===== src/rtl/booth_pkg.sv =====
package booth_pkg;

    typedef enum logic [1:0] {
        STEP_SKIP = 2'd0,
        STEP_ADD  = 2'd1,
        STEP_SUB  = 2'd2
    } step_op_e;

endpackage


===== src/rtl/booth_recode.sv =====
module booth_recode
    import booth_pkg::*;
(
    input  logic     q_lsb,
    input  logic     q_ext,
    output step_op_e op
);
    always_comb begin
        unique case ({q_lsb, q_ext})
            2'b10:   op = STEP_SUB;
            2'b01:   op = STEP_ADD;
            default: op = STEP_SKIP;
        endcase
    end
endmodule


===== src/rtl/booth_addsub.sv =====
module booth_addsub
    import booth_pkg::*;
#(
    parameter int N = 8
) (
    input  logic [N:0]   acc,
    input  logic [N-1:0] mcand,
    input  step_op_e     op,
    output logic [N:0]   sum
);
    logic [N:0] mcand_ext;

    assign mcand_ext = {mcand[N-1], mcand};

    always_comb begin
        unique case (op)
            STEP_ADD: sum = acc + mcand_ext;
            STEP_SUB: sum = acc - mcand_ext;
            default:  sum = acc;
        endcase
    end
endmodule


===== src/rtl/booth_shift.sv =====
module booth_shift #(
    parameter int N = 8
) (
    input  logic [N:0]   sum,
    input  logic [N-1:0] mq,
    output logic [N:0]   acc_nx,
    output logic [N-1:0] mq_nx,
    output logic         ext_nx
);
    assign acc_nx = {sum[N], sum[N:1]};
    assign mq_nx  = {sum[0], mq[N-1:1]};
    assign ext_nx = mq[0];
endmodule


===== src/rtl/booth_mul.sv =====
module booth_mul
    import booth_pkg::*;
#(
    parameter int N = 8
) (
    input  logic           clk,
    input  logic           rst_n,
    input  logic           start_i,
    input  logic [N-1:0]   multiplicand_i,
    input  logic [N-1:0]   multiplier_i,
    output logic           busy_o,
    output logic           done_o,
    output logic [2*N-1:0] product_o
);
    localparam int CW = $clog2(N + 1);
    localparam logic [CW-1:0] LAST_STEP = CW'(N - 1);

    typedef struct packed {
        logic [N:0]    acc;
        logic [N-1:0]  mq;
        logic          ext;
        logic [N-1:0]  mcand;
        logic [CW-1:0] cnt;
        logic          busy;
        logic          done;
    } state_t;

    state_t   st_d, st_q;
    step_op_e op;
    logic [N:0]   sum;
    logic [N:0]   acc_nx;
    logic [N-1:0] mq_nx;
    logic         ext_nx;

    booth_recode u_recode (
        .q_lsb (st_q.mq[0]),
        .q_ext (st_q.ext),
        .op    (op)
    );

    booth_addsub #(.N(N)) u_addsub (
        .acc   (st_q.acc),
        .mcand (st_q.mcand),
        .op    (op),
        .sum   (sum)
    );

    booth_shift #(.N(N)) u_shift (
        .sum    (sum),
        .mq     (st_q.mq),
        .acc_nx (acc_nx),
        .mq_nx  (mq_nx),
        .ext_nx (ext_nx)
    );

    always_comb begin
        st_d      = st_q;
        st_d.done = 1'b0;
        if (!st_q.busy) begin
            if (start_i) begin
                st_d.acc   = '0;
                st_d.mq    = multiplier_i;
                st_d.ext   = 1'b0;
                st_d.mcand = multiplicand_i;
                st_d.cnt   = '0;
                st_d.busy  = 1'b1;
            end
        end else begin
            st_d.acc = acc_nx;
            st_d.mq  = mq_nx;
            st_d.ext = ext_nx;
            st_d.cnt = st_q.cnt + 1'b1;
            if (st_q.cnt == LAST_STEP) begin
                st_d.busy = 1'b0;
                st_d.done = 1'b1;
            end
        end
    end

    always_ff @(posedge clk or negedge rst_n) begin
        if (!rst_n) begin
            st_q <= '0;
        end else begin
            st_q <= st_d;
        end
    end

    assign busy_o    = st_q.busy;
    assign done_o    = st_q.done;
    assign product_o = {st_q.acc[N-1:0], st_q.mq};
endmodule


===== config.mk =====
export PLATFORM = sky130hd
export DESIGN_NAME = booth_mul
export DESIGN_NICKNAME = d
export VERILOG_FILES = /design/src/rtl/booth_pkg.sv /design/src/rtl/booth_recode.sv /design/src/rtl/booth_addsub.sv /design/src/rtl/booth_shift.sv /design/src/rtl/booth_mul.sv
export SDC_FILE = /design/constraint.sdc
export NUM_CORES = 1
export LEC_CHECK = 0
export CAP_MARGIN = 20
export CORE_MARGIN = 2
export CORE_UTILIZATION = 45
export CTS_BUF_LIST = sky130_fd_sc_hd__clkbuf_8
export DETAILED_ROUTE_END_ITERATION = 8
export PLACE_DENSITY = 0.7
export SLEW_MARGIN = 20
export SYNTH_ARGS = -nofsm -noshare
export SYNTH_HDL_FRONTEND = slang
export SYNTH_SLANG_ARGS = --single-unit

===== constraint.sdc =====
create_clock -name clk -period 3.5 [get_ports clk]
set_clock_uncertainty 0.1 [all_clocks]
set_input_delay 0.7 -clock clk [delete_from_list [all_inputs] [get_ports clk]]
set_output_delay 0.7 -clock clk [all_outputs]
set_load 0.05 [all_outputs]

**After elaboration in Yosys (flattened, before gate mapping)**

Index checks and enable logic that the tools add are counted.

- Logic and storage cells: 25
- Flip-flop bits (word level): 32
- Bits of input ports: 19
- Output and inout port bits: 18

- Eq/ne operators: 5
- Mux-type cells: 7
- Add/sub/neg operators: 3
- Reductions and logical operators: 2
- Bitwise gates (word level): 1

Operators by type and width:

| kind | number |
|---|---|
| 2-to-1 mux 31 bit | 1 |
| 2-to-1 mux 18 bit | 1 |
| one-hot mux 9 bit (2 select lines) | 1 |
| adder 9 bit | 1 |
| subtractor 9 bit | 1 |
| 2-to-1 mux 5 bit | 1 |
| adder 4 x 1 -> 4 bit (second input constant) | 1 |
| == test 2 x 1 -> 1 bit (second input constant) | 2 |
| == test 2 bit (second input constant) | 2 |
| == test 4 x 3 -> 1 bit (second input constant) | 1 |
| one-hot mux 2 bit (2 select lines) | 1 |
| 2-to-1 mux 2 bit | 1 |
| AND reduction 2 bit | 1 |
| nonzero test 2 bit | 1 |
| 2-to-1 mux 1 bit | 1 |
| inverter 1 bit | 1 |

**Longest topological paths before layout**

- Word-level depth: 5
- Depth in mapped cells: 12
- Depth with buffers taken out: 11

**Cells and area by module**

Synthesis repeated with hierarchy kept, for this count alone.

- Cell total of the unflattened synthesis: 223
- Area, all modules: 2249.7 µm²

Modules (own cells, without submodules):

| module | area an instance (µm²) | cells an instance | instances | seq. area each (µm²) |
|---|---|---|---|---|
| booth_mul | 1425.1 | 108 | 1 | 800.8 |
| booth_addsub | 674.4 | 95 | 1 | 0.0 |
| booth_shift | 135.1 | 18 | 1 | 0.0 |
| booth_recode | 15.0 | 2 | 1 | 0.0 |

**Worst setup path after synthesis**

No wires, ideal clock.

- Path kind: register -> register
- From: register st_q[14] (netlist bit)
- To: register st_q, in the netlist product_o[15]
- Slack: 0.919 ns
- Required time: 3.269 ns
- Buffers on the path: 1
- Cell stages (with the launch flop): 12
- Data arrival time: 2.350 ns
- Setup time: 0.131 ns
- Clock period less this slack: 2.581 ns
- Cell sequence: dfrtp_1 > inv_1 > ha_1 > clkbuf_1 > mux2_2 > fa_1 > nand2b_1 > a21oi_1 > o22a_1 > nor3_2 > a21oi_1 > nand4_1

- Word-level cells in the longest chain between the ends: 5
- Elaborated cells on any way between the ends: 7
- Those cells by class: eq/ne: 4; mux: 3

Ends and longest elaborated chain:

| what | RTL line | text |
|---|---|---|
| from (decl) | booth_mul.sv:28 | `state_t st_d, st_q;` |
| from (signal assigned) | booth_mul.sv:84 | `st_q <= st_d;` |
| == test 2 x 1 -> 1 bit / == test 2 bit (equally long branches) | booth_recode.sv:9 | `unique case ({q_lsb, q_ext})` |
| one-hot mux 2 bit (2 select lines) * | booth_recode.sv:9 |  |
| == test 2 bit / == test 2 x 1 -> 1 bit (equally long branches) | booth_addsub.sv:16 | `unique case (op)` |
| one-hot mux 9 bit (2 select lines) * | booth_addsub.sv:16 |  |
| 2-to-1 mux 18 bit * | booth_mul.sv:59 | `if (!st_q.busy) begin` |

Mark *: on every way between the ends. The rest lies on a longest branch, timed or not.
A chain may end at the register's enable or synchronous reset.

**Worst setup path after layout**

Same ends and word-level chain as after synthesis.

==> impl_metrics.ini <==
[run_status]
status = finished clean

[clock_tree]
cts.sinks = 31
cts_buffer_depth = 2
htree_levels = 2
ctsRootBufferMaster = clkbuf_8
hold_buffers = 0
clkLatencyLatePin_ps = 280
cts_tree = done
clk_pin_slew_ps = 70
numCtsBuffers = 5
cts.repair.resized = 0
cts_setup_buffers = 0

[die]
start_util_pct = 46.6
core_area_mm2 = 0.00435
fp.dieArea_mm2 = 0.00506
ios = 37
rows = 24
die_height_um = 71.1
fp.dieW_um = 71.1

[detailed_routing]
dr_wl_met3_um = 157
wl_met2_um = 1700
num_vias = 1511
wl_per_cell_um = 13.3
wl_met1_um = 1880
first_pass_iters = 4
viasPerCell = 5.32
drt_wl_total_um = 3780
dr.max_layer_used = met4
drt-initial-drc-count = 86
antenna_left = 0
route.detailed.drc = 0

[sta]
finalCriticalPeriod_ps = 2680
rsz0062_at_grt = no
setup_viol = 0
slew_violations = 0
fmax_ghz = 0.373
final-hold-violation-count = 0
post-route-period-util_pct = 76.6
tightestPinTransition_ps = 518
finalSetupTns_ps = 0
relSlewSlack_pct = 65.4

[synthesis]
syn_area_mm2 = 0.00203
synthCells = 209
ys_ff_latch = 31
syn_nets = 240
synth_area_per_cell_um2 = 9.70
synth_top_area_share_pct = 38.2
synthArstFlopShare_pct = 100
synth_cell_types = 42
yosysTopAreaCell = dfrtp_1
synth_flop_cell = dfrtp_1
ys_warn_count = 0
seq_area_frac_synth_pct = 38.2
synth_area_leaders = dfrtp_1 38%, buf_4 7.0%, ha_1 6.8%
synth-edff-count = 0

[critical_path]
ff2ff_path_depth = 10
crit_arrival_ps = 2740
r2r-start = st_q[14]$_DFFE_PN0P_
worstPathMaxFanout = 9
required_ps = 3560
reg2reg_to = product_o[15]$_DFFE_PN0P_
worstSetupEndpoint = product_o[15]$_DFFE_PN0P_
worst_setup_path_start_kind = register
path_class = register to register
crit_path_end_kind = register
critPathLaunch = st_q[14]$_DFFE_PN0P_
rrSetupSlack_ps = 820

[final_layout]
nNetsFinal = 262
num_antenna_cells = 0
n_fill_cell = 387
drive_gt1_share_pct = 11.6
multi_input_comb_area_mm2 = 0.00103
syn_to_final_growth_pct = 18.9
regArea_um2 = 776

[place]
port_buffers = 36
dp_hpwl_um = 2720
gp_congestion = 0.858

[global_route]
antenna_found_initial = 0
grt_util_all_layers_pct = 16.7
grt_overflow = 0
grt_first_pass_wirelength_um = 6620
grt_pass1_vias = 1448
grt_start_max_net_pins = 39

[min_path]
min_path_type = register to register
min_from = st_q[14]$_DFFE_PN0P_

[run]
cap_violations = 0
==> state kept, by name (all words and copies together) (netlist names) <==
register,flops
st_q,13
product_o,16
busy_o,1
done_o,1
==> worst min path at each step <==
stage	end	slack (ps)	depth (start not counted)
6_report	st_q[14]$_DFFE_PN0P_	400	1
4_1_cts	st_q[14]$_DFFE_PN0P_	400	1
3_5_place_dp	product_o[6]$_DFFE_PN0P_	390	2
2_1_floorplan	busy_o$_DFF_PN0_	300	0
3_3_place_gp	product_o[6]$_DFFE_PN0P_	380	2
5_1_grt	product_o[4]$_DFFE_PN0P_	450	2
==> cell usage in the layout, fill, tap and decap left out, types with 2 or more instances in the layout <==
master / netlist / layout
a21boi_1: 2 / 2
buf_4: 19 / 4
nand2_1: 20 / 20
o21ai_1: 4 / 4
o21a_1: 3 / 3
mux2i_1: 8 / 8
a211oi_1: 2 / 2
nor3_1: 3 / 3
o31ai_1: 2 / 2
inv_1: 10 / 10
a21oi_1: 10 / 10
nor3_2: 2 / 2
clkbuf_8: 1 / 7
mux2_2: 8 / 8
clkdlybuf4s50_1: 0 / 36
dfrtp_1: 31 / 31
xnor2_1: 7 / 7
nor2_1: 10 / 10
nand4_1: 2 / 2
a22o_1: 8 / 8
or3_1: 2 / 2
and3_1: 3 / 3
nand3_1: 2 / 2
nor2b_1: 2 / 2
ha_1: 11 / 11
o21ai_0: 11 / 11
xor2_1: 4 / 4
a31oi_1: 4 / 4
==> per-stage QoR <==
step	cells	utilization (%)	hold slack (ps)	instance area [um2]	setup WS (ps)
final	284	55.4	401	2410	819
after global routing	284	55.4	445	2410	611
after floorplan	209	-	304	2030	919
after CTS	284	55.4	404	2410	826
after global placement	276	53.0	380	2310	901
after detailed placement	276	53.0	387	2310	849
==> cell usage after synthesis, types with 7 or more instances <==
cell     count
mux2i_1      8
mux2_2       8
inv_1       10
buf_4       19
xnor2_1      7
a22o_1       8
o21ai_0     11
dfrtp_1     31
nor2_1      10
ha_1        11
nand2_1     20
a21oi_1     10
==> final cells by class <==
type,count,share of cell area [%]
Clock inverter,1,0.311
Timing Repair Buffer,40,16.2
Sequential cell,31,32.2
Tap cell,52,2.70
Clock buffer,7,4.00
Inverter,11,1.82
Multi-Input combinational cell,142,42.8
==> critical path, stage by stage (launching register included) <==
cell and delay (ps):
dfrtp_1 370, inv_1 50, ha_1 300, mux2_2 410, fa_1 420, nand2b_1 180, a21oi_1 180, o22a_1 250
nor3_2 60, a21oi_1 130, nand4_1 90
==> kinds of logic (layout without fill, tap and decap cells) <==
kind of cell,after synthesis,after routing,synth area share [%]
fa+ha+maj,12,12,7.77
simple gates,51,51,12.7
mux,16,16,8.39
xor+xnor,11,11,4.75
flops,31,31,38.2
compound gates,52,52,17.3
buf+inv,36,59,10.9
==> metal layers <==
metal  global-route usage [%]  vias up
met4                     6.08        0
met1                     23.1      713
met5                        0        -
met2                     25.1       26
li1                         -      765
met3                     4.56        7
Power is not shown: default switching activity piles up to over one toggle a cycle in this logic, so the estimate is an artifact.
